### config.mk
export PLATFORM = sky130hd
export DESIGN_NAME = rxIdGate
export DESIGN_NICKNAME = d
export VERILOG_FILES = /design/src/rtl/rxIdGatePkg.sv /design/src/rtl/rxIdGateCtrl.sv /design/src/rtl/rxIdGateData.sv /design/src/rtl/rxIdGate.sv
export SDC_FILE = /design/constraint.sdc
export NUM_CORES = 1
export LEC_CHECK = 0
export CELL_PAD_IN_SITES_DETAIL_PLACEMENT = 0
export CELL_PAD_IN_SITES_GLOBAL_PLACEMENT = 1
export CORE_MARGIN = 5
export CORE_UTILIZATION = 25
export DETAILED_ROUTE_END_ITERATION = 16
export DONT_BUFFER_PORTS = 1
export GPL_TIMING_DRIVEN = 0
export PLACE_DENSITY = 0.45
export SYNTH_ARGS = -nofsm -noshare
export SYNTH_HDL_FRONTEND = slang
export SYNTH_SLANG_ARGS = --single-unit
### constraint.sdc
create_clock -name clk -period 6.5 [get_ports clk]
set_input_delay 0.65 -clock clk [delete_from_list [all_inputs] [get_ports clk]]
set_output_delay 0.65 -clock clk [all_outputs]
set_load 0.01 [all_outputs]
### src/rtl/rxIdGatePkg.sv
package rxIdGatePkg;

  typedef enum logic [1:0] {
    ST_IDLE,
    ST_WAIT_ID,
    ST_ACCEPT,
    ST_REJECT
  } frameState_t;

  // strobes from control to datapath
  typedef struct packed {
    logic loadData;
    logic setOvr;
    logic setEod;
    logic allowErr;
    logic holdPre;
    logic clrSleep;
  } gateStb_t;

  localparam int ST_FULL = 0;
  localparam int ST_OVR  = 1;
  localparam int ST_EOD  = 2;
  localparam int ST_IDL  = 3;
  localparam int ST_BRK  = 4;
  localparam int ST_CRC  = 5;
  localparam int ST_IFD  = 6;
  localparam int ST_IBD  = 7;

  localparam int CT_SLEEP = 0;
  localparam int CT_RXIE  = 1;
  localparam int CT_ERRIE = 2;

endpackage

### src/rtl/rxIdGateCtrl.sv
module rxIdGateCtrl
  import rxIdGatePkg::*;
(
  input  logic     clk,
  input  logic     rstN,
  input  logic     sofEv,
  input  logic     byteEv,
  input  logic     eodEv,
  input  logic     eofMinEv,
  input  logic     breakEv,
  input  logic     txActive,
  input  logic     idHit,
  input  logic     sleepOn,
  input  logic     rxFull,
  output gateStb_t stb
);

  frameState_t state, stateNext;
  logic ownTx;
  logic accepting;
  logic dataByte;

  assign accepting = (state == ST_ACCEPT) && !sleepOn;
  assign dataByte  = byteEv && (((state == ST_WAIT_ID) && idHit) || accepting);

  always_comb begin
    stb          = '0;
    stb.loadData = dataByte && !rxFull;
    stb.setOvr   = dataByte && rxFull;
    stb.setEod   = eodEv && accepting;
    stb.allowErr = (state != ST_REJECT) || ownTx;
    stb.holdPre  = (state == ST_WAIT_ID);
    stb.clrSleep = eofMinEv || breakEv;
  end

  always_comb begin
    stateNext = state;
    if (sofEv) begin
      stateNext = ST_WAIT_ID;
    end else if (eofMinEv || breakEv) begin
      stateNext = ST_IDLE;
    end else if (byteEv && (state == ST_WAIT_ID)) begin
      stateNext = idHit ? ST_ACCEPT : ST_REJECT;
    end
  end

  always_ff @(posedge clk or negedge rstN) begin
    if (!rstN) begin
      state <= ST_IDLE;
      ownTx <= 1'b0;
    end else begin
      state <= stateNext;
      if (sofEv) ownTx <= txActive;
    end
  end

  AST_REJECT_SILENT: assert property (@(posedge clk) disable iff (!rstN)
    (state == ST_REJECT) |-> (!stb.loadData && !stb.setOvr && !stb.setEod));

  AST_EOF_REARM: assert property (@(posedge clk) disable iff (!rstN)
    (eofMinEv && !sofEv) |=> (state == ST_IDLE));

  AST_RX_ERR_MASK: assert property (@(posedge clk) disable iff (!rstN)
    ((state == ST_REJECT) && !ownTx) |-> !stb.allowErr);

endmodule

### src/rtl/rxIdGateData.sv
module rxIdGateData
  import rxIdGatePkg::*;
#(
  parameter int ID_W   = 8,
  parameter int ADDR_W = 6
) (
  input  logic              clk,
  input  logic              rstN,
  input  logic [ADDR_W-1:0] regAddr,
  input  logic              regWrEn,
  input  logic [7:0]        regWrData,
  output logic [7:0]        regRdData,
  input  logic [ID_W-1:0]   byteData,
  input  logic              idleEv,
  input  logic              breakEv,
  input  logic              crcErrEv,
  input  logic              ifdErrEv,
  input  logic              ibdErrEv,
  input  gateStb_t          stb,
  output logic              idHit,
  output logic              sleepOn,
  output logic              rxFull,
  output logic [7:0]        rxData,
  output logic [7:0]        statusFlags,
  output logic              irqRx,
  output logic              irqErr
);

  localparam int NUM_BITS  = 1 << ID_W;
  localparam int NUM_REGS  = NUM_BITS / 8;
  localparam int RXD_ADDR  = NUM_REGS;
  localparam int STAT_ADDR = NUM_REGS + 1;
  localparam int CTRL_ADDR = NUM_REGS + 2;

  logic [7:0]          filtReg [NUM_REGS];
  logic [NUM_BITS-1:0] filtFlat;
  logic [7:0]          statReg;
  logic [7:0]          rxDataReg;
  logic [2:0]          ctrlReg;
  logic [7:0]          setVec;
  logic [7:0]          clrVec;
  logic                statWr;
  logic                ctrlWr;

  genvar g;
  generate
    for (g = 0; g < NUM_REGS; g++) begin : gFilt
      always_ff @(posedge clk or negedge rstN) begin
        if (!rstN) begin
          filtReg[g] <= 8'h00;
        end else if (regWrEn && (regAddr == ADDR_W'(g))) begin
          filtReg[g] <= regWrData;
        end
      end
      assign filtFlat[g*8 +: 8] = filtReg[g];
    end
  endgenerate

  assign idHit = filtFlat[byteData];

  assign statWr = regWrEn && (regAddr == ADDR_W'(STAT_ADDR));
  assign ctrlWr = regWrEn && (regAddr == ADDR_W'(CTRL_ADDR));

  always_comb begin
    setVec          = '0;
    setVec[ST_FULL] = stb.loadData;
    setVec[ST_OVR]  = stb.setOvr;
    setVec[ST_EOD]  = stb.setEod;
    setVec[ST_IDL]  = idleEv;
    setVec[ST_BRK]  = breakEv;
    setVec[ST_CRC]  = crcErrEv && stb.allowErr;
    setVec[ST_IFD]  = ifdErrEv && stb.allowErr;
    setVec[ST_IBD]  = ibdErrEv && stb.allowErr;
    clrVec          = statWr ? regWrData : 8'h00;
    if (stb.holdPre) begin
      clrVec[ST_IFD] = 1'b0;
      clrVec[ST_IBD] = 1'b0;
    end
  end

  always_ff @(posedge clk or negedge rstN) begin
    if (!rstN) begin
      statReg   <= 8'h00;
      rxDataReg <= 8'h00;
      ctrlReg   <= 3'b000;
    end else begin
      statReg <= (statReg & ~clrVec) | setVec;
      if (stb.loadData) rxDataReg <= 8'(byteData);
      if (ctrlWr) ctrlReg <= regWrData[2:0];
      if (stb.clrSleep) ctrlReg[CT_SLEEP] <= 1'b0;
    end
  end

  always_comb begin
    regRdData = 8'h00;
    if (regAddr < ADDR_W'(NUM_REGS)) begin
      regRdData = filtReg[regAddr[$clog2(NUM_REGS)-1:0]];
    end else if (regAddr == ADDR_W'(RXD_ADDR)) begin
      regRdData = rxDataReg;
    end else if (regAddr == ADDR_W'(STAT_ADDR)) begin
      regRdData = statReg;
    end else if (regAddr == ADDR_W'(CTRL_ADDR)) begin
      regRdData = {5'b0, ctrlReg};
    end
  end

  assign sleepOn     = ctrlReg[CT_SLEEP];
  assign rxFull      = statReg[ST_FULL];
  assign rxData      = rxDataReg;
  assign statusFlags = statReg;
  assign irqRx  = ctrlReg[CT_RXIE] && (statReg[ST_FULL] || statReg[ST_EOD]);
  assign irqErr = ctrlReg[CT_ERRIE] && (statReg[ST_OVR] || statReg[ST_BRK] ||
                  statReg[ST_CRC] || statReg[ST_IFD] || statReg[ST_IBD]);

  AST_FULL_FROM_LOAD: assert property (@(posedge clk) disable iff (!rstN)
    $rose(statReg[ST_FULL]) |-> $past(stb.loadData));

  AST_OVR_KEEPS_DATA: assert property (@(posedge clk) disable iff (!rstN)
    stb.setOvr |=> $stable(rxDataReg));

  AST_PRE_HOLD: assert property (@(posedge clk) disable iff (!rstN)
    (stb.holdPre && statReg[ST_IFD]) |=> statReg[ST_IFD]);

  AST_SLEEP_CLR: assert property (@(posedge clk) disable iff (!rstN)
    stb.clrSleep |=> !ctrlReg[CT_SLEEP]);

  AST_EOD_SOURCE: assert property (@(posedge clk) disable iff (!rstN)
    $rose(statReg[ST_EOD]) |-> $past(stb.setEod));

endmodule

### src/rtl/rxIdGate.sv
module rxIdGate
  import rxIdGatePkg::*;
#(
  parameter int ID_W   = 8,
  parameter int ADDR_W = $clog2((1 << ID_W) / 8 + 3)
) (
  input  logic              clk,
  input  logic              rstN,
  input  logic [ADDR_W-1:0] regAddr,
  input  logic              regWrEn,
  input  logic [7:0]        regWrData,
  output logic [7:0]        regRdData,
  input  logic              sofEv,
  input  logic              byteEv,
  input  logic [ID_W-1:0]   byteData,
  input  logic              eodEv,
  input  logic              eofMinEv,
  input  logic              breakEv,
  input  logic              idleEv,
  input  logic              crcErrEv,
  input  logic              ifdErrEv,
  input  logic              ibdErrEv,
  input  logic              txActive,
  output logic [7:0]        rxData,
  output logic [7:0]        statusFlags,
  output logic              irqRx,
  output logic              irqErr
);

  gateStb_t stb;
  logic idHit;
  logic sleepOn;
  logic rxFull;

  rxIdGateCtrl uCtrl (
    .clk      (clk),
    .rstN     (rstN),
    .sofEv    (sofEv),
    .byteEv   (byteEv),
    .eodEv    (eodEv),
    .eofMinEv (eofMinEv),
    .breakEv  (breakEv),
    .txActive (txActive),
    .idHit    (idHit),
    .sleepOn  (sleepOn),
    .rxFull   (rxFull),
    .stb      (stb)
  );

  rxIdGateData #(.ID_W(ID_W), .ADDR_W(ADDR_W)) uData (
    .clk         (clk),
    .rstN        (rstN),
    .regAddr     (regAddr),
    .regWrEn     (regWrEn),
    .regWrData   (regWrData),
    .regRdData   (regRdData),
    .byteData    (byteData),
    .idleEv      (idleEv),
    .breakEv     (breakEv),
    .crcErrEv    (crcErrEv),
    .ifdErrEv    (ifdErrEv),
    .ibdErrEv    (ibdErrEv),
    .stb         (stb),
    .idHit       (idHit),
    .sleepOn     (sleepOn),
    .rxFull      (rxFull),
    .rxData      (rxData),
    .statusFlags (statusFlags),
    .irqRx       (irqRx),
    .irqErr      (irqErr)
  );

endmodule

Word level (Yosys, flattened, before mapping)
Index checks and enable logic that the tools add are counted.

Bits of input ports: 35. Register bits: 278.

Multiplexer cells: 17. Eq/ne operators: 37. $lt $le $gt $ge: 3. Reductions and logical operators: 59. Bitwise operators: 4.

Operators by type and width (count): == test 6 x 5 -> 1 bit (second input constant) (16); == test 6 x 4 -> 1 bit (second input constant) (8); 2-to-1 mux 8 bit (6); logical AND 1 bit (46); binary-select mux 8 bit (select 5 bit) (1); == test 6 x 3 -> 1 bit (second input constant) (4); == test 6 bit (second input constant) (3); == test 6 x 2 -> 1 bit (second input constant) (2); less-than comparator 8 x 9 -> 1 bit (second input constant) (1); AND 8 bit (1); binary-select mux 1 bit (select 8 bit) (1); logical OR 1 bit (8); 2-to-1 mux 2 bit (4); inverter 8 bit (1); bitwise OR 8 bit (1); == test 6 x 1 -> 1 bit (second input constant) (1); greater-or-equal comparator 6 bit (second input constant) (1); logical NOT 6 bit (1); less-than comparator 6 bit (second input constant) (1); inverter 5 -> 6 bit (1); 2-to-1 mux 1 bit (4); 2-to-1 mux 3 bit (1); nonzero test 3 bit (1); == test 2 x 1 -> 1 bit (second input constant) (1); 4 further kinds (5).

Longest topological paths before layout
Gate-level depths: netlist (run 1).

Depth after elaboration: 7. Gate-level depth with buffers: 13. Mapped depth without buffers: 8.

Modules after synthesis
A second synthesis (run 1) with hierarchy kept.

Cells, all modules: 1044. Area total of the unflattened synthesis: 15026.9 sq um.

Modules (own cells, without submodules): rxIdGateData (area an instance 14849.2 sq um, cells each 1026, instances 1); rxIdGateCtrl (area an instance 177.7 sq um, cells each 18, instances 1).

Worst setup path before layout (run 1)
OpenSTA, ideal clock, no wires.

Path type: input to output. Start: input regAddr[0]. End: output regRdData[3]. Stages on the path: 7. Slack: 2873 ps. Arrival time: 2977 ps. Cells stage by stage: clkbuf_1 clkbuf_1 buf_2 mux4_2 mux4_2 mux2i_1 o22ai_1.

Longest elaborated chain between the ends: 5. Elaborated cells between the ends (all ways): 10. Those cells by class: order compare (1); eq/ne (2); mux (6); bitwise (1).

Ends and longest elaborated chain: start: declaration (line rxIdGate.sv:9) `input logic [ADDR_W-1:0] regAddr,`; inverter 5 -> 6 bit (not written as such) (line rxIdGateData.sv:97) `regRdData = filtReg[regAddr[$clog2(NUM_REGS)-1:0]];`; binary-select mux 8 bit (select 5 bit) (line rxIdGateData.sv:97); 2-to-1 mux 8 bit (not written as such) (2 in a row) (line rxIdGateData.sv:97); 2-to-1 mux 8 bit (*) (line rxIdGateData.sv:96) `if (regAddr < ADDR_W'(NUM_REGS)) begin`; end: declaration (line rxIdGate.sv:12) `output logic [7:0] regRdData,`.

Mark *: on every way between the ends. The rest lies on a longest branch, timed or not. The select of a mux whose other input is x is not followed.

Worst setup path after layout (run 1)
Ends and elaborated chain as after synthesis.

==> results of run 1 <==
==> area by class of cell <==
cell class | count | share of cell area [%]
multi-input cells | 679 | 44.9
flip-flops and latches | 278 | 40.0
clock buffers | 57 | 6.15
well taps | 782 | 5.62
plain buffers | 87 | 2.47
clock inverters | 6 | 0.604
inverters | 9 | 0.194
repair buffers | 1 | 0.0431
diodes | 2 | 0.0287
==> metal layers <==
layer	vias up	wire, um	share of wire [%]
met5	-	13	0.021
met4	2	1900	3.0
met3	92	3410	5.4
met2	321	29600	47
met1	5533	28000	44
li1	4166	-	-
==> worst max-delay path, cell delays in order <==
cell and delay, ps:
sky130_fd_sc_hd__clkbuf_1 310, sky130_fd_sc_hd__clkbuf_1 680, sky130_fd_sc_hd__buf_2 540, sky130_fd_sc_hd__mux4_2 650
sky130_fd_sc_hd__mux4_2 550, sky130_fd_sc_hd__mux2i_1 410, sky130_fd_sc_hd__o22ai_1 220
==> cell usage in the layout (no fill, tap or decap), types with 4 or more instances in the layout <==
cell type                   count
sky130_fd_sc_hd__a22o_1         7
sky130_fd_sc_hd__a22oi_1        9
sky130_fd_sc_hd__a311oi_1       4
sky130_fd_sc_hd__a31oi_1        4
sky130_fd_sc_hd__buf_1          4
sky130_fd_sc_hd__buf_2         15
sky130_fd_sc_hd__buf_4          6
sky130_fd_sc_hd__clkbuf_1      70
sky130_fd_sc_hd__clkbuf_16     37
sky130_fd_sc_hd__clkbuf_8       7
sky130_fd_sc_hd__dfrtp_1      278
sky130_fd_sc_hd__inv_1          8
sky130_fd_sc_hd__mux2_2       262
sky130_fd_sc_hd__mux2_4         7
sky130_fd_sc_hd__mux2i_1       49
sky130_fd_sc_hd__mux4_1         4
sky130_fd_sc_hd__mux4_2       121
sky130_fd_sc_hd__nand2_1       38
sky130_fd_sc_hd__nand2b_1      11
sky130_fd_sc_hd__nand3_1       21
sky130_fd_sc_hd__nand4_1        5
sky130_fd_sc_hd__nor2_1        26
sky130_fd_sc_hd__nor2b_1       17
sky130_fd_sc_hd__nor3_1        15
sky130_fd_sc_hd__nor3b_1        6
sky130_fd_sc_hd__nor4_1         4
sky130_fd_sc_hd__o211ai_1       4
sky130_fd_sc_hd__o21ai_0        6
sky130_fd_sc_hd__o22ai_1       10
==> state kept, by name (all words and copies together), names as in the netlist <==
| signal | cells |
|---|---|
| uData.statusFlags | 8 |
| uData.filtFlat | 256 |
| uData.ctrlReg | 3 |
| uCtrl.state | 2 |
| uCtrl.ownTx | 1 |
| uData.rxData | 8 |
==> cell families (layout without fill, tap and decap cells) <==
logic type,Yosys count,count (layout),synth area share [%]
buf+inv,96,160,3.05
compound gates,70,70,3.59
other cells,0,2,0
simple gates,166,166,5.80
flops,278,278,45.7
mux,443,443,41.9
==> where the power goes <==
group | internal (mW) | total, mW | switching, mW
sequential | 1.97 | 2.21 | 0.237
combinational | 0.462 | 0.870 | 0.409
clock | 1.24 | 2.05 | 0.801
total | 3.68 | 5.12 | 1.45
==> stage by stage <==
stage	std cells	hold slack (ps)
3_5_place_dp	1836	396
4_1_cts	1899	-186
6_report	1901	-143
5_1_grt	1899	-181
2_1_floorplan	1053	354
3_3_place_gp	1835	396
==> worst paths after layout <==
kind / slack [ps] / end / depth (start not counted) / startpoint
min: -140 / uData.filtFlat[17] / 0 / rstN
min reg2reg: 520 / uData.filtFlat[252] / 1 / uData.filtFlat[252]
max: 1830 / regRdData[3] / 7 / regAddr[0]
max in group asynchronous: 5970 / uData.filtFlat[37] / 0 / rstN
max reg2reg: 3460 / uData.rxData[4] / 8 / uData.filtFlat[75]
min in group clk: 170 / uCtrl.state[1] / 1 / sofEv
==> impl_metrics.sql, run 1 <==
INSERT INTO impl_metrics (metric_group, metric, value, unit) VALUES
('synth', 'mappedNetlistNets', '1088', ''),
('critical_path', 'critPathMaxFanout', '10', ''),
('synth', 'ys_dominant_reg_cell', 'sky130_fd_sc_hd__dfrtp_1', ''),
('timing', 'count_of_final_setup_violators', '0', ''),
('synth', 'ys_seq_area_share', '45.7', '%'),
('placement', 'port_buffer_count', '0', ''),
('critical_path', 'cp_data_arrival_time', '4020', 'ps'),
('timing', 'slew_headroom', '5.35', '%'),
('global_route', 'maximum_number_of_pins_on_one_net_before_global_route_repair', '279', ''),
('final_layout', 'finalInstanceArea', '17400', 'um2'),
('timing', 'finalMaxSlewViolations', '0', ''),
('global_route', 'global_route.usage.met1', '25.8', '%'),
('timing', 'max_freq', '0.214', 'GHz'),
('clock_tree', 'cts_htree_levels', '2', ''),
('clock_tree', 'cts_buffers', '36', ''),
('run_status', 'outcome', 'finished, violations left', ''),
('routing', 'detailed_route_iter0_violations', '861', ''),
('critical_path', 'timing.critical_path.from_type', 'primary input', ''),
('floorplanning', 'floorplan.initialDensity', '25.2', '%'),
('routing', 'route.antenna.remaining_nets', '0', ''),
('synth', 'syn_area', '15200', 'um2'),
('routing', 'drc', '0', ''),
('global_route', 'grt-ovfl-total', '0', ''),
('floorplanning', 'die_height', '257', 'um'),
('clock_tree', 'worst_skew_pair.late_latency', '550', 'ps'),
('synth', 'synth-edff-count', '0', ''),
('clock_tree', 'resized_gates_after_cts', '0', ''),
('routing', 'vias', '10114', ''),
('power_and_ir_drop', 'pwr_density_cell', '294', 'nW/um2'),
('critical_path', 'timing_worst_setup_path_type', 'in2out', ''),
('final_layout', 'multi_input_area', '7820', 'um2'),
('run_status', 'failing_checks', 'hold timing', ''),
('job', 'max-cap-violations', '0', ''),
('floorplanning', 'io-pin-count', '61', ''),
('global_route', 'initial_antenna_violation_count', '6', ''),
('global_route', 'grt.total_usage', '18.9', '%'),
('clock_tree', 'ctsRootBufferMaster', 'sky130_fd_sc_hd__clkbuf_16', ''),
('floorplanning', 'num_rows', '90', ''),
('synth', 'yosys.cell_types.count', '64', ''),
('global_route', 'vias_in_the_first_global_route', '10713', ''),
('final_layout', 'layout.area.seq', '6960', 'um2'),
('timing', 'finalCritPeriodShare', '71.8', '%'),
('synth', 'ys_async_sr_fraction', '100', '%'),
('routing', 'wirelength_routed', '62.9', 'mm'),
('final_layout', 'filler_cell_count', '6172', ''),
('power_and_ir_drop', 'leakage', '7.38', 'nW'),
('routing', 'first_pass_iters', '5', ''),
('synth', 'synth_top_area_share', '45.7', '%'),
('timing', 'postLayoutSetupSlackWorst', '1830', 'ps'),
('timing', 'hold_slack', '-143', 'ps'),
('synth', 'netlist_top_cells_count', 'sky130_fd_sc_hd__dfrtp_1, sky130_fd_sc_hd__mux2_2, sky130_fd_sc_hd__mux4_2', ''),
('routing', 'vias_per_cell', '5.32', ''),
('timing', 'final_hold_viol_count', '276', ''),
('timing', 'fin_skew', '20.1', 'ps'),
('synth', 'post_synth_main_area_contributors', 'sky130_fd_sc_hd__dfrtp_1, sky130_fd_sc_hd__mux2_2, sky130_fd_sc_hd__mux4_2', ''),
('power_and_ir_drop', 'maximum_resistive_drop_on_vdd', '0.000148', 'V'),
('power_and_ir_drop', 'fin_total_pwr', '5.12', 'mW'),
('clock_tree', 'cts_num_sinks', '278', ''),
('synth', 'yosys_warnings', '0', ''),
('global_route', 'met3_usage', '3.77', '%'),
('final_layout', 'area.growth.synth_to_final', '14.3', '%'),
('global_route', 'grt_pass1_wl', '89.2', 'mm'),
('placement', 'final_hpwl_dp', '44.9', 'mm'),
('placement', 'dpl_cell_area', '16200', 'um2'),
('critical_path', 'timing.critical_path.to_type', 'output port', ''),
('synth', 'netlist_instances', '1053', ''),
('synth', 'post-synth-top-count-cell', 'sky130_fd_sc_hd__dfrtp_1', ''),
('clock_tree', 'clkSlewWorstSetupHoldPaths', '50', 'ps'),
('placement', 'detailedPlace.worstSlack', '1660', 'ps'),
('timing', 'setup_repair_after_global_routing_missed_its_margin', 'no', ''),
('global_route', 'grt-busiest-layer', 'met2', '');
(Power assumes the default switching activity.)
==> inputs of run 2 (changes only) <==
==> constraint.sdc (replaced) <==
create_clock -name clk -period 4.3 [get_ports clk]
set_input_delay 0.43 -clock clk [delete_from_list [all_inputs] [get_ports clk]]
set_output_delay 0.43 -clock clk [all_outputs]
set_load 0.01 [all_outputs]
==> run 2 against run 1 <==
Effect of this change:
- the flow still finishes with violations (hold timing)
- combinational power grew 53%
- critical path depth rose by 1
- total power increased by 51%
- clock power up 51%
- global-route usage increased by 0.071 points
- worst hold slack worse by 220 ps
- count of clock-buffer cells in the layout unchanged
- clock skew shrank 2.2 ps
- utilization increased by 0.27 points
- highest routed layer is now met4
==> impl_metrics.sql, run 2 (synthesis gave the netlist of run 1 again) <==
INSERT INTO impl_metrics (metric_group, metric, value, unit) VALUES
('floorplanning', 'io-pin-count', '61', ''),
('power_and_ir_drop', 'internal_power', '5.57', 'mW'),
('floorplanning', 'die_w', '257', 'um'),
('floorplanning', 'num_rows', '90', ''),
('routing', 'vias', '10266', ''),
('final_layout', 'drive_above_1_share', '42.1', '%'),
('critical_path', 'crit_required', '4720', 'ps'),
('clock_tree', 'postCtsSetupBuffers', '0', ''),
('timing', 'finalCritPeriodShare', '93.4', '%'),
('timing', 'finalMaxSlewViolations', '0', ''),
('power_and_ir_drop', 'leakage', '7.45', 'nW'),
('final_layout', 'layout_commonest_cell', 'sky130_fd_sc_hd__dfrtp_1', ''),
('power_and_ir_drop', 'maximum_resistive_drop_on_vdd', '0.000224', 'V'),
('timing', 'timing_worst_slew_pin_value', '1430', 'ps'),
('power_and_ir_drop', 'clkPwrFrac', '39.8', '%'),
('power_and_ir_drop', 'power.net_switching', '2.19', 'mW'),
('routing', 'route.antenna.remaining_nets', '0', ''),
('timing', 'final_hold_viol_count', '278', ''),
('floorplanning', 'die_height', '257', 'um'),
('global_route', 'grt.total_usage', '19.0', '%'),
('clock_tree', 'cts_tree', 'built', ''),
('clock_tree', 'holdBufCountCts', '16', ''),
('final_layout', 'finalNetCount', '1143', ''),
('final_layout', 'largest_register_ff_count', '256', ''),
('global_route', 'grt-ovfl-total', '0', ''),
('power_and_ir_drop', 'netSwitchingFraction', '28.2', '%'),
('floorplanning', 'fp.dieArea', '65900', 'um2'),
('clock_tree', 'cts_htree_levels', '2', ''),
('timing', 'count_of_final_setup_violators', '0', ''),
('timing', 'final_period_minus_worst_setup_slack', '4010', 'ps'),
('routing', 'detailed_route_iter0_violations', '881', ''),
('final_layout', 'area.growth.synth_to_final', '15.4', '%'),
('power_and_ir_drop', 'pwr_density_cell', '442', 'nW/um2'),
('timing', 'slew_headroom', '4.94', '%'),
('global_route', 'grt_pass1_wl', '89.5', 'mm'),
('global_route', 'maximum_number_of_pins_on_one_net_before_global_route_repair', '279', ''),
('global_route', 'initial_antenna_violation_count', '6', ''),
('global_route', 'vias_in_the_first_global_route', '10776', ''),
('timing', 'setup_repair_after_global_routing_missed_its_margin', 'no', ''),
('hold_path', 'holdCritPathClass', 'in2async', ''),
('final_layout', 'finalInstanceArea', '17600', 'um2'),
('clock_tree', 'ctsRootBufferMaster', 'sky130_fd_sc_hd__clkbuf_16', ''),
('critical_path', 'timing_worst_setup_path_type', 'in2reg', ''),
('placement', 'final_hpwl_dp', '44.9', 'mm'),
('routing', 'routedWlPerCell', '32.9', 'um'),
('routing', 'vias_per_cell', '5.35', ''),
('final_layout', 'layout.cells.most_common_list', 'sky130_fd_sc_hd__dfrtp_1, sky130_fd_sc_hd__mux2_2, sky130_fd_sc_hd__mux4_2, sky130_fd_sc_hd__clkbuf_1, sky130_fd_sc_hd__mux2i_1', ''),
('run_status', 'failing_checks', 'hold timing', ''),
('routing', 'first_pass_iters', '5', ''),
('timing', 'hold_slack', '-363', 'ps'),
('timing', 'max_freq', '0.249', 'GHz'),
('critical_path', 'timing.critical_path.to_type', 'flop', ''),
('routing', 'wirelength_routed', '63.1', 'mm'),
('routing', 'drc', '0', ''),
('power_and_ir_drop', 'fin_total_pwr', '7.76', 'mW'),
('critical_path', 'timing.critical_path.from_type', 'primary input', ''),
('job', 'max-cap-violations', '0', ''),
('power_and_ir_drop', 'share_comb_of_total_power', '17.1', '%'),
('clock_tree', 'worst_skew_pair.late_latency', '550', 'ps'),
('floorplanning', 'floorplan.initialDensity', '25.2', '%'),
('run_status', 'outcome', 'finished, violations left', ''),
('clock_tree', 'cts_buffers', '36', ''),
('placement', 'port_buffer_count', '0', ''),
('floorplanning', 'placeableCoreArea', '60400', 'um2'),
('timing', 'fin_skew', '18.0', 'ps'),
('placement', 'dpl_cell_area', '16200', 'um2'),
('critical_path', 'critPathMaxFanout', '10', ''),
('clock_tree', 'clock_tree.buffer_depth', '3', ''),
('power_and_ir_drop', 'pwr-share-seq', '43.0', '%'),
('clock_tree', 'clkSlewWorstSetupHoldPaths', '50', 'ps'),
('placement', 'routabilityCongestion', '0.893', ''),
('clock_tree', 'cts_num_sinks', '278', ''),
('critical_path', 'cp_data_arrival_time', '4440', 'ps');
-- run 2: cell count changes in the layout (fill, tap and decap cells not counted) --
cell                            change
sky130_fd_sc_hd__dlygate4sd3_1     +16
sky130_fd_sc_hd__clkbuf_1           -1
sky130_fd_sc_hd__clkbuf_2           +1
sky130_fd_sc_hd__diode_2            +1
-- run 2: final timing paths --
check	from	endpoint	slack, ps	depth (start not counted)
worst min register to register	uCtrl.ownTx	uCtrl.ownTx	510	1
worst max register to register	uData.filtFlat[67]	uData.rxData[1]	1210	8
worst max-delay path	byteData[0]	uData.rxData[1]	290	8
min in group clk	regWrData[5]	uData.filtFlat[157]	30	1
max in group asynchronous	rstN	uData.filtFlat[37]	3990	0
worst min-delay path	rstN	uData.filtFlat[17]	-360	0
-- run 2: what timing repair did --
action / CTS / global route
setup endpoints to repair: 0 / 5
resized for setup: 0 / 3
endpoints found under the hold margin: 298 / 278
-- run 2: per-layer routing --
metal | share of wire, % | routed length (um) | GRT usage (%)
met3 | 5.3 | 3320 | 3.73
met5 | 0 | 0 | 0
met2 | 47 | 29800 | 30.8
met4 | 2.9 | 1840 | 5.28
met1 | 45 | 28100 | 26.0
-- run 2: power by group through the flow --
stage               registers [mW]  clock network, mW  logic [mW]
floorplan                     3.22                  0       0.930
global placement              3.38                  0        1.30
detailed placement            3.38                  0        1.31
CTS                           3.33               3.18        1.33
global route                  3.38               3.28        1.39
finish                        3.34               3.09        1.33
-- run 2: cell type report --
class	count	area, um2
antenna	3	7.51
buffer	87	432
clock buffer	57	1070
clock inverter	6	105
fill	6158	42800
inverter	9	33.8
multi-input combinational	679	7820
sequential	278	6960
tap	782	978
timing repair buffer	17	168
-- run 2: critical path: stages --
cell	delay, ps
sky130_fd_sc_hd__clkbuf_1	1010
sky130_fd_sc_hd__clkinv_1	860
sky130_fd_sc_hd__a21o_1	350
sky130_fd_sc_hd__a2111oi_0	940
sky130_fd_sc_hd__o41ai_2	170
sky130_fd_sc_hd__nand4_2	160
sky130_fd_sc_hd__a21oi_4	150
sky130_fd_sc_hd__mux2_4	330
-- run 2: metrics by stage --
step	utilization, %	setup TNS (ps)	hold slack (ps)	setup slack, ps	cells
2_1_floorplan	-	0	134	1110	1053
3_3_place_gp	26.8	-4970	176	-330	1835
3_5_place_dp	26.9	-2600	176	-319	1836
4_1_cts	29.1	0	-406	58.0	1915
5_1_grt	29.1	0	-401	201	1915
6_report	29.1	0	-363	286	1918
==> inputs of run 3 (changes only) <==
--- a/config.mk
+++ b/config.mk
@@ -12,7 +12,7 @@
 export DETAILED_ROUTE_END_ITERATION = 16
 export DONT_BUFFER_PORTS = 1
 export GPL_TIMING_DRIVEN = 0
-export PLACE_DENSITY = 0.45
+export PLACE_DENSITY = 0.51
 export SYNTH_ARGS = -nofsm -noshare
 export SYNTH_HDL_FRONTEND = slang
 export SYNTH_SLANG_ARGS = --single-unit
==> run 3 against run 2 <==
Effect of this change:
- die area is the same
- non-clock buffer count shrank 6
- largest power group unchanged
- final cell count shrank 0.68%
- clock skew grew 5.1 ps
- the flow still finishes with violations (hold timing)
==> impl_metrics.sql, run 3 (synthesis gave the netlist of run 1 again) <==
INSERT INTO impl_metrics (metric_group, metric, value, unit) VALUES
('clock_tree', 'clkSlewWorstSetupHoldPaths', '50', 'ps'),
('placement', 'final_hpwl_dp', '42.6', 'mm'),
('critical_path', 'delay_heaviest_family_cp', 'multiplexers', ''),
('floorplanning', 'fp.dieArea', '65900', 'um2'),
('timing', 'max_freq', '0.249', 'GHz'),
('floorplanning', 'die_w', '257', 'um'),
('critical_path', 'worst_reg_to_reg_path_cell_count', '7', ''),
('final_layout', 'layout_commonest_cell', 'sky130_fd_sc_hd__dfrtp_1', ''),
('floorplanning', 'io-pin-count', '61', ''),
('final_layout', 'finalNetCount', '1135', ''),
('critical_path', 'timing.critical_path.to_type', 'output port', ''),
('timing', 'final_hold_viol_count', '278', ''),
('critical_path', 'crit_required', '3870', 'ps'),
('global_route', 'vias_in_the_first_global_route', '10810', ''),
('critical_path', 'critical_path.reg2reg.startpoint', 'uData.filtFlat[172]', ''),
('run_status', 'failing_checks', 'hold timing', ''),
('timing', 'fin_skew', '23.0', 'ps'),
('timing', 'timing_worst_slew_pin_value', '1310', 'ps'),
('routing', 'vias_per_cell', '5.44', ''),
('final_layout', 'area.growth.synth_to_final', '14.9', '%'),
('clock_tree', 'cts_buffers', '34', ''),
('critical_path', 'cp_data_arrival_time', '3580', 'ps'),
('final_layout', 'filler_cell_count', '6104', ''),
('power_and_ir_drop', 'pwr_density_cell', '441', 'nW/um2'),
('timing', 'finalMaxSlewViolations', '0', ''),
('critical_path', 'cp.buffers_inverters', '2', ''),
('routing', 'wirelength_routed', '60.0', 'mm'),
('routing', 'detailed_route_iter0_violations', '1003', ''),
('placement', 'dpl_cell_area', '16200', 'um2'),
('floorplanning', 'floorplan.initialDensity', '25.2', '%'),
('final_layout', 'drive_above_1_share', '43.1', '%'),
('clock_tree', 'worst_skew_pair.late_latency', '560', 'ps'),
('global_route', 'grt.total_usage', '18.0', '%'),
('timing', 'setup_tns', '0', 'ps'),
('timing', 'slew_headroom', '12.7', '%'),
('global_route', 'grt-ovfl-total', '0', ''),
('final_layout', 'finalCoreUtilization', '29.0', '%'),
('critical_path', 'path_cells', 'clkbuf_1 -> buf_1 -> mux4_2 -> mux4_2 -> mux2i_1 -> o22ai_1', ''),
('timing', 'hold_slack', '-360', 'ps'),
('critical_path', 'critPathMaxFanout', '10', ''),
('final_layout', 'diodes', '0', ''),
('job', 'max-cap-violations', '0', ''),
('power_and_ir_drop', 'leakage', '7.44', 'nW'),
('critical_path', 'crit_path_max_incr_delay', '890', 'ps'),
('floorplanning', 'placeableCoreArea', '60400', 'um2'),
('power_and_ir_drop', 'fin_total_pwr', '7.72', 'mW'),
('global_route', 'maximum_number_of_pins_on_one_net_before_global_route_repair', '279', ''),
('clock_tree', 'clock_tree.buffer_depth', '3', ''),
('final_layout', 'finalInstanceArea', '17500', 'um2'),
('routing', 'route.antenna.remaining_nets', '0', ''),
('timing', 'setup_repair_after_global_routing_missed_its_margin', 'no', ''),
('clock_tree', 'cts_num_sinks', '278', ''),
('global_route', 'grt_pass1_wl', '86.0', 'mm'),
('routing', 'routedWlPerCell', '31.5', 'um'),
('critical_path', 'r2r-end', 'uData.rxData[1]', ''),
('placement', 'port_buffer_count', '0', ''),
('placement', 'routabilityCongestion', '0.923', ''),
('clock_tree', 'holdBufCountCts', '10', ''),
('clock_tree', 'postCtsSetupBuffers', '0', ''),
('floorplanning', 'num_rows', '90', ''),
('timing', 'finalCritPeriodShare', '93.2', '%'),
('routing', 'drc', '0', ''),
('timing', 'final_period_minus_worst_setup_slack', '4010', 'ps'),
('clock_tree', 'cts_htree_levels', '2', ''),
('critical_path', 'crit_path_frequent_cell', 'sky130_fd_sc_hd__mux4_2', ''),
('routing', 'vias', '10363', ''),
('critical_path', 'timing.critical_path.from_type', 'primary input', ''),
('final_layout', 'largest_register_ff_count', '256', ''),
('placement', 'dpl.cell_count', '1835', ''),
('critical_path', 'timing_worst_setup_path_type', 'in2out', ''),
('final_layout', 'final_cell_count_no_fill', '1905', ''),
('power_and_ir_drop', 'maximum_resistive_drop_on_vdd', '0.000212', 'V'),
('critical_path', 'cpMaxStageDelayCell', 'sky130_fd_sc_hd__buf_1', ''),
('floorplanning', 'die_height', '257', 'um'),
('clock_tree', 'cts_tree', 'built', ''),
('critical_path', 'flop2flop_setup_slack', '1210', 'ps'),
('timing', 'count_of_final_setup_violators', '0', ''),
('final_layout', 'layout.cells.most_common_list', 'sky130_fd_sc_hd__dfrtp_1, sky130_fd_sc_hd__mux2_2, sky130_fd_sc_hd__mux4_2, sky130_fd_sc_hd__clkbuf_1, sky130_fd_sc_hd__mux2i_1', ''),
('global_route', 'initial_antenna_violation_count', '2', ''),
('routing', 'first_pass_iters', '5', ''),
('run_status', 'outcome', 'finished, violations left', ''),
('clock_tree', 'ctsRootBufferMaster', 'sky130_fd_sc_hd__clkbuf_16', ''),
('hold_path', 'holdCritPathClass', 'in2async', '');
[run 3: cell count changes in the layout (fill, tap and decap cells not counted), sizes merged]
cell         before  now
clkbuf          114  101
dlygate4sd3      16   10
bufinv            3    4
inv               8   10
clkinv            4   10
diode             3    0
[run 3: worst max path at each step]
stage                     start               to  cells past startpoint
finish               regAddr[0]     regRdData[7]                      6
global route         regAddr[0]     regRdData[3]                      6
CTS                  regAddr[0]     regRdData[4]                      7
detailed placement  byteData[0]  uData.rxData[1]                      8
global placement    byteData[0]  uData.rxData[2]                      8
floorplan            regAddr[0]     regRdData[4]                      7
[run 3: per-layer routing]
layer	global-route usage (%)	vias up	wire (um)
met4	5.86	0	2100
met3	3.69	86	3550
met5	0	-	0
met1	24.5	5680	26300
li1	-	4185	-
met2	28.9	412	28100
[run 3: stage by stage]
stage | setup WS [ps] | hold slack [ps]
6_report | 291 | -360
5_1_grt | 120 | -405
2_1_floorplan | 1110 | 134
3_3_place_gp | -205 | 178
4_1_cts | 39.6 | -413
3_5_place_dp | -173 | 179
[run 3: final cells by class]
cell class,instances,area [um2],share of cell area (%)
Clock inverter,15,194,1.11
Sequential cell,278,6960,39.8
Tap cell,782,978,5.59
Buffer,87,432,2.47
Timing Repair Buffer,11,105,0.601
Multi-Input combinational cell,679,7820,44.7
Inverter,9,33.8,0.193
Clock buffer,44,978,5.59
[run 3: repair_timing]
item,4_1_cts,5_1_grt
gates resized for setup,0,3
endpoints found under the hold margin,288,278
setup endpoints to repair,0,5
[run 3: where the power goes]
part / internal, mW / total (mW) / switching, mW
combinational: 0.703 / 1.31 / 0.611
clock: 1.85 / 3.07 / 1.22
sequential: 2.98 / 3.33 / 0.349
